### src/rtl/irq_evt_pkg.sv
package irq_evt_pkg;

  // Two bits select the field within a bank, one more bit selects the bank.
  localparam int unsigned FIELD_W   = 2;
  localparam int unsigned NUM_BANKS = 2;
  localparam int unsigned ADDR_W    = FIELD_W + $clog2(NUM_BANKS);

  // Bank index equals the top address bit: secondary at 0..3, primary at 4..7.
  localparam int unsigned BANK_SEC = 0;
  localparam int unsigned BANK_PRI = 1;

  typedef enum logic [FIELD_W-1:0] {
    FLD_EVENTS = 2'd0,
    FLD_MASK   = 2'd1,
    FLD_CLEAR  = 2'd2,
    FLD_LEVELS = 2'd3
  } reg_field_e;

  function automatic logic [ADDR_W-1:0] reg_offset(input int unsigned bank,
                                                   input reg_field_e fld);
    return {bank[ADDR_W-FIELD_W-1:0], fld};
  endfunction

endpackage

### src/rtl/irq_src_router.sv
module irq_src_router
  import irq_evt_pkg::*;
#(
  parameter int unsigned DATA_W     = 32,
  parameter int unsigned DEV_SPLIT  = 20,
  parameter int unsigned DEV_HI_SHR = 10,
  parameter int unsigned DEV_LO_SHL = 11,
  parameter int unsigned DMA_SPLIT  = 10,
  parameter int unsigned DMA_HI_SHR = 10
) (
  input  logic                             valid_i,
  input  logic                             is_dma_i,
  input  logic [DATA_W-1:0]                id_i,
  output logic [NUM_BANKS-1:0]             upd_o,
  output logic [NUM_BANKS-1:0][DATA_W-1:0] bits_o
);

  localparam logic [DATA_W-1:0] DEV_LIM = DATA_W'(1) << DEV_SPLIT;
  localparam logic [DATA_W-1:0] DMA_LIM = DATA_W'(1) << DMA_SPLIT;

  logic to_sec;

  always_comb begin
    to_sec = is_dma_i ? (id_i >= DMA_LIM) : (id_i >= DEV_LIM);

    upd_o             = '0;
    upd_o[BANK_SEC]   = valid_i && to_sec;
    upd_o[BANK_PRI]   = valid_i && !to_sec;

    bits_o[BANK_SEC]  = is_dma_i ? (id_i >> DMA_HI_SHR) : (id_i >> DEV_HI_SHR);
    bits_o[BANK_PRI]  = is_dma_i ? id_i : (id_i << DEV_LO_SHL);
  end

endmodule

### src/rtl/irq_evt_bank.sv
module irq_evt_bank #(
  parameter int unsigned DATA_W = 32
) (
  input  logic              clk,
  input  logic              rst_n,
  input  logic              emul_i,
  input  logic              upd_i,
  input  logic [DATA_W-1:0] upd_bits_i,
  input  logic              upd_state_i,
  input  logic              mask_we_i,
  input  logic              clr_we_i,
  input  logic [DATA_W-1:0] wdata_i,
  output logic [DATA_W-1:0] ev_o,
  output logic [DATA_W-1:0] mask_o,
  output logic [DATA_W-1:0] lev_o
);

  logic [DATA_W-1:0] ev_q, mask_q, lev_q;
  logic [DATA_W-1:0] ev_cleared, set_pat, ev_upd, mask_d, ev_d, lev_d;

  always_comb begin
    // Software clear is applied first so that a same-cycle report overrides it.
    ev_cleared = clr_we_i ? (ev_q & ~wdata_i) : ev_q;

    // Bits that end up set among those the report touches.
    if (emul_i)           set_pat = '1;
    else if (upd_state_i) set_pat = ~lev_q;
    else                  set_pat = '0;

    ev_upd = upd_i ? ((ev_cleared & ~upd_bits_i) | (upd_bits_i & set_pat))
                   : ev_cleared;

    mask_d = mask_we_i ? wdata_i : mask_q;
    ev_d   = ev_upd & mask_d;

    if (!upd_i)           lev_d = lev_q;
    else if (upd_state_i) lev_d = lev_q | upd_bits_i;
    else                  lev_d = lev_q & ~upd_bits_i;
  end

  always_ff @(posedge clk or negedge rst_n) begin
    if (!rst_n) begin
      ev_q   <= '0;
      mask_q <= '0;
      lev_q  <= '0;
    end else begin
      ev_q   <= ev_d;
      mask_q <= mask_d;
      lev_q  <= lev_d;
    end
  end

  assign ev_o   = ev_q;
  assign mask_o = mask_q;
  assign lev_o  = lev_q;

endmodule

### src/rtl/irq_event_hub.sv
module irq_event_hub
  import irq_evt_pkg::*;
#(
  parameter int unsigned DATA_W     = 32,
  parameter int unsigned MODE_BIT   = 31,
  parameter int unsigned DEV_SPLIT  = 20,
  parameter int unsigned DEV_HI_SHR = 10,
  parameter int unsigned DEV_LO_SHL = 11,
  parameter int unsigned DMA_SPLIT  = 10,
  parameter int unsigned DMA_HI_SHR = 10
) (
  input  logic              clk,
  input  logic              rst_n,
  input  logic              src_valid,
  output logic              src_ready,
  input  logic              src_is_dma,
  input  logic [DATA_W-1:0] src_id,
  input  logic              src_state,
  input  logic              reg_we,
  input  logic [ADDR_W-1:0] reg_addr,
  input  logic [DATA_W-1:0] reg_wdata,
  output logic [DATA_W-1:0] reg_rdata,
  input  logic              cpu_ie,
  output logic              irq_req,
  output logic              cpu_irq
);

  logic [NUM_BANKS-1:0]             bank_upd;
  logic [NUM_BANKS-1:0][DATA_W-1:0] bank_bits;
  logic [NUM_BANKS-1:0][DATA_W-1:0] bank_ev, bank_mask, bank_lev;
  logic                             emul_mode;
  logic                             irq_q;
  logic                             rd_bank;
  reg_field_e                       rd_field;

  assign src_ready = rst_n;
  assign emul_mode = bank_mask[BANK_PRI][MODE_BIT];

  irq_src_router #(
    .DATA_W    (DATA_W),
    .DEV_SPLIT (DEV_SPLIT),
    .DEV_HI_SHR(DEV_HI_SHR),
    .DEV_LO_SHL(DEV_LO_SHL),
    .DMA_SPLIT (DMA_SPLIT),
    .DMA_HI_SHR(DMA_HI_SHR)
  ) u_router (
    .valid_i (src_valid && src_ready),
    .is_dma_i(src_is_dma),
    .id_i    (src_id),
    .upd_o   (bank_upd),
    .bits_o  (bank_bits)
  );

  for (genvar b = 0; b < NUM_BANKS; b++) begin : g_bank
    logic mask_we, clr_we;
    assign mask_we = reg_we && (reg_addr == reg_offset(b, FLD_MASK));
    assign clr_we  = reg_we && (reg_addr == reg_offset(b, FLD_CLEAR));

    irq_evt_bank #(.DATA_W(DATA_W)) u_bank (
      .clk        (clk),
      .rst_n      (rst_n),
      .emul_i     (emul_mode),
      .upd_i      (bank_upd[b]),
      .upd_bits_i (bank_bits[b]),
      .upd_state_i(src_state),
      .mask_we_i  (mask_we),
      .clr_we_i   (clr_we),
      .wdata_i    (reg_wdata),
      .ev_o       (bank_ev[b]),
      .mask_o     (bank_mask[b]),
      .lev_o      (bank_lev[b])
    );
  end

  // Combinational register read.
  always_comb begin
    rd_bank  = reg_addr[ADDR_W-1];
    rd_field = reg_field_e'(reg_addr[FIELD_W-1:0]);
    case (rd_field)
      FLD_EVENTS: reg_rdata = bank_ev[rd_bank];
      FLD_MASK:   reg_rdata = bank_mask[rd_bank];
      FLD_LEVELS: reg_rdata = bank_lev[rd_bank];
      default:    reg_rdata = '0;
    endcase
  end

  always_ff @(posedge clk or negedge rst_n) begin
    if (!rst_n) irq_q <= 1'b0;
    else        irq_q <= |bank_ev;
  end

  assign irq_req = irq_q;
  assign cpu_irq = irq_q && cpu_ie;

endmodule

### config.mk
export PLATFORM = sky130hd
export DESIGN_NAME = irq_event_hub
export DESIGN_NICKNAME = d
export VERILOG_FILES = /design/src/rtl/irq_evt_pkg.sv /design/src/rtl/irq_src_router.sv /design/src/rtl/irq_evt_bank.sv /design/src/rtl/irq_event_hub.sv
export SDC_FILE = /design/constraint.sdc
export NUM_CORES = 1
export LEC_CHECK = 0
export ABC_AREA = 1
export CELL_PAD_IN_SITES_DETAIL_PLACEMENT = 0
export CELL_PAD_IN_SITES_GLOBAL_PLACEMENT = 1
export CORE_ASPECT_RATIO = 1.2
export CORE_MARGIN = 5
export CORE_UTILIZATION = 35
export CTS_CLUSTER_SIZE = 30
export DETAILED_ROUTE_END_ITERATION = 12
export PLACE_DENSITY_LB_ADDON = 0.1
export REMOVE_ABC_BUFFERS = 1
export SLEW_MARGIN = 15
export SYNTH_ARGS = -nofsm -noshare
export SYNTH_HDL_FRONTEND = slang
export SYNTH_SLANG_ARGS = --single-unit
### constraint.sdc
create_clock -name clk -period 3.08 [get_ports clk]
set_input_delay 0.616 -clock clk [delete_from_list [all_inputs] [get_ports clk]]
set_output_delay 0.616 -clock clk [all_outputs]
set_load 0.05 [all_outputs]
==> metrics.yaml <==
sta:
  fmax_mhz: 337
  skew_ps: 11.2
  relSlewSlack_pct: 48.5
  min_period_ps: 2970
  setup_viol: 0
  finalMaxSlewViolations: 0
  fin_crit_sh_pct: 96.3
  worstMarginPinSlew_ps: 773
  fin_worst_hold_slack_ps: 378
  hold_violations: 0
cts:
  path_clk_slew_ps: 70
  worst_skew_pair.late_latency_ps: 440
  cts-buffers-inserted: 17
  clock-sinks: 183
  clock-root-buffer: "clkbuf_16"
  hold_buffers: 0
  cts_tree: "done"
  htree_levels: 4
  clk_path_buf_depth: 2
yosys:
  synth_compound_area_share_pct: 15.7
  ys_types: 32
  ys_seq_elements: 183
  synthSimpleGateAreaFrac_pct: 31.8
  synth_area_um2: 10900
  synth_area_per_cell_um2: 6.83
  yosys_warnings: 0
  synth_fa_ha_area_share_pct: 0
  synth_top_family_by_area: "simple AND/OR/NAND/NOR gates"
  synth_xor_area_share_pct: 0
  ys_seq_area_share_pct: 41.9
  muxShareOfSynthArea_pct: 0
  syn_inst: 1602
run_status:
  status: "finished, final reports clean"
floorplanning:
  die_area_um2: 34900
  fp.dieW_um: 171
  rows: 71
  io_pins: 109
  dieHeight_um: 204
  start_util_pct: 35.2
  core_region_area_um2: 31100
pwr:
  peakVddDrop_mv: 0.324
  clockPowerShare_pct: 34.2
  p_sw_w: 0.00235
  pwr_density_cell_nw_per_um2: 522
  power_leakage_nw: 6.83
  p_int_w: 0.00473
  power_frac_comb_pct: 25.3
  p_total_w: 0.00707
  seqPwrFrac_pct: 40.5
  switching_share_pct: 33.2
job:
  drv_cap: 0
detailed_routing:
  ant_nets: 0
  viasPerCell: 5.29
  route.detailed.drc: 0
  drt_iter0_markers: 855
  routedWlPerCell_um: 20.0
  finalWirelength_um: 41700
  num_vias: 11100
  first_pass_iters: 5
setup_path:
  arrival_ps: 2350
  worst-path-max-fanout: 26
  path_cells: "clkdlybuf4s50_1, nand2_2, nor2_2, buf_12, inv_1, o21ai_0, buf_12"
  end_kind: "output port"
  crit_path_frequent_cell: "buf_12"
  critPathRequiredTime_ps: 2460
  cp_slowest_cell: "clkdlybuf4s50_1"
  crit_type: "input pin to output port"
  start_kind: "input pin"
  critPathMaxStageDelay_ps: 540
layout:
  layout-drive-gt1-share_pct: 8.18
  areaGrowthSynthToFinish_pct: 24.0
  fin_nets: 1749
  n_antenna_cell: 0
placement:
  io_buffers: 108
  gp_congestion: 0.865
  dp_hpwl_um: 26900
global_route:
  grt_overflow_total: 0
  grt_max_degree: 133
  track_usage_pct: 24.0
  antenna_found_initial: 1
  grt_pass1_wl_um: 64100
  grt_pass1_vias: 10700
hold_path:
  hp-class: "input pin to asynchronous set/reset pin"
[stage by stage]
step	cells	util (%)	TNS, ps	cell area [µm²]	setup slack [ps]
6_report	2088	43.6	0	13600	112
3_5_place_dp	2057	41.6	0	12900	85.4
3_3_place_gp	2057	41.6	0	12900	116
4_1_cts	2088	43.6	0	13600	88.7
2_1_floorplan	1504	-	-76940	10500	-1140
5_1_grt	2088	43.6	-8.33	13600	-8.33
[Yosys cell counts, drive strengths merged]
master,instances,area share [%]
o21ai,183,8.4
clkinv,3,0.10
a22oi,15,1.0
nand4,33,1.9
o221ai,15,1.2
a21oi,3,0.14
and2,3,0.17
o2111ai,14,1.1
nor4,15,0.86
inv,190,6.5
or2,1,0.057
nor2,152,5.5
nand2,526,18
clkbuf,45,1.5
o22ai,3,0.17
nand3,111,5.1
dfrtp,183,42
o211ai,43,3.0
buf,53,2.5
a211oi,1,0.069
a31oi,10,0.57
[layout make-up]
class                           instances  area (µm²)
Inverter                              193         726
Clock buffer                           18         439
Fill cell                            3246       17500
Clock inverter                         13         196
Multi-Input combinational cell       1128        5210
Sequential cell                       183        4580
Tap cell                              401         502
Timing Repair Buffer                  152        1910
[final timing paths]
path                                              endpoint  slack (ps)  cells after the start                           startpoint
max in group asynchronous       asynchronous set/reset pin        2130                      2                                rst_n
worst max register to register           irq_req$_DFF_PN0_        1170                      4  g_bank[0].u_bank.ev_o[27]$_DFF_PN0_
worst max-delay path                          reg_rdata[0]         110                      7                          reg_addr[0]
min in group clk                                  register         380                      0                             register
worst min-delay path            asynchronous set/reset pin         380                      2                                rst_n
worst min register to register                    register         380                      0                             register
[logic make-up after synthesis]
group,count (synthesis)
AO/OA/AOI/OAI,287
AND/OR/NAND/NOR,841
flip-flops,183
buffers and inverters,291
[metal layers]
layer,up-vias,track usage (%),part of all wire (%)
met2,276,41.3,50
met4,2,5.66,1.7
met3,52,2.91,4.1
li1,5339,-,-
met5,-,0,0.031
met1,5382,32.4,45
[power groups by stage]
stage | Sequential, W | Clock [W] | Combinational, W
after global placement | 0.00291 | 0 | 0.00177
after CTS | 0.00286 | 0.00248 | 0.00179
after detailed placement | 0.00291 | 0 | 0.00179
final | 0.00287 | 0.00242 | 0.00179
after floorplan | 0.00284 | 0 | 0.000976
after global routing | 0.00290 | 0.00256 | 0.00198
[what timing repair did]
item                                    CTS  global route
endpoints found under the setup margin    0             3
setup buffers                             0             0
hold endpoints to repair                  0             0
resized for setup                         0             3
[critical path, delay by kind of cell]
kind	cells	cell delay (ps)
buffers and inverters	4	1110
AOI/OAI and AO/OA	1	330
and+or+nand+nor	2	270
[layout by cell type (no fill, tap or decap), types with 2 or more instances in the layout]
master / count
nor4_1: 15
nand4_1: 33
a22oi_1: 15
a31oi_1: 10
nor2_2: 4
o2111ai_1: 14
and2_1: 2
o211ai_1: 43
clkinv_4: 4
clkinv_2: 2
nand2_1: 522
clkinv_1: 2
clkdlybuf4s50_1: 73
o21ai_1: 40
nand2_2: 3
o221ai_1: 14
clkbuf_8: 2
inv_1: 178
o21ai_0: 142
buf_4: 29
nor2_1: 145
buf_12: 47
inv_6: 2
dfrtp_1: 183
o22ai_1: 3
buf_2: 2
clkbuf_16: 17
bufinv_16: 4
nand3_1: 110
a21oi_1: 3
nor2_4: 2
inv_2: 12
Power figures use the tool's default switching activity.
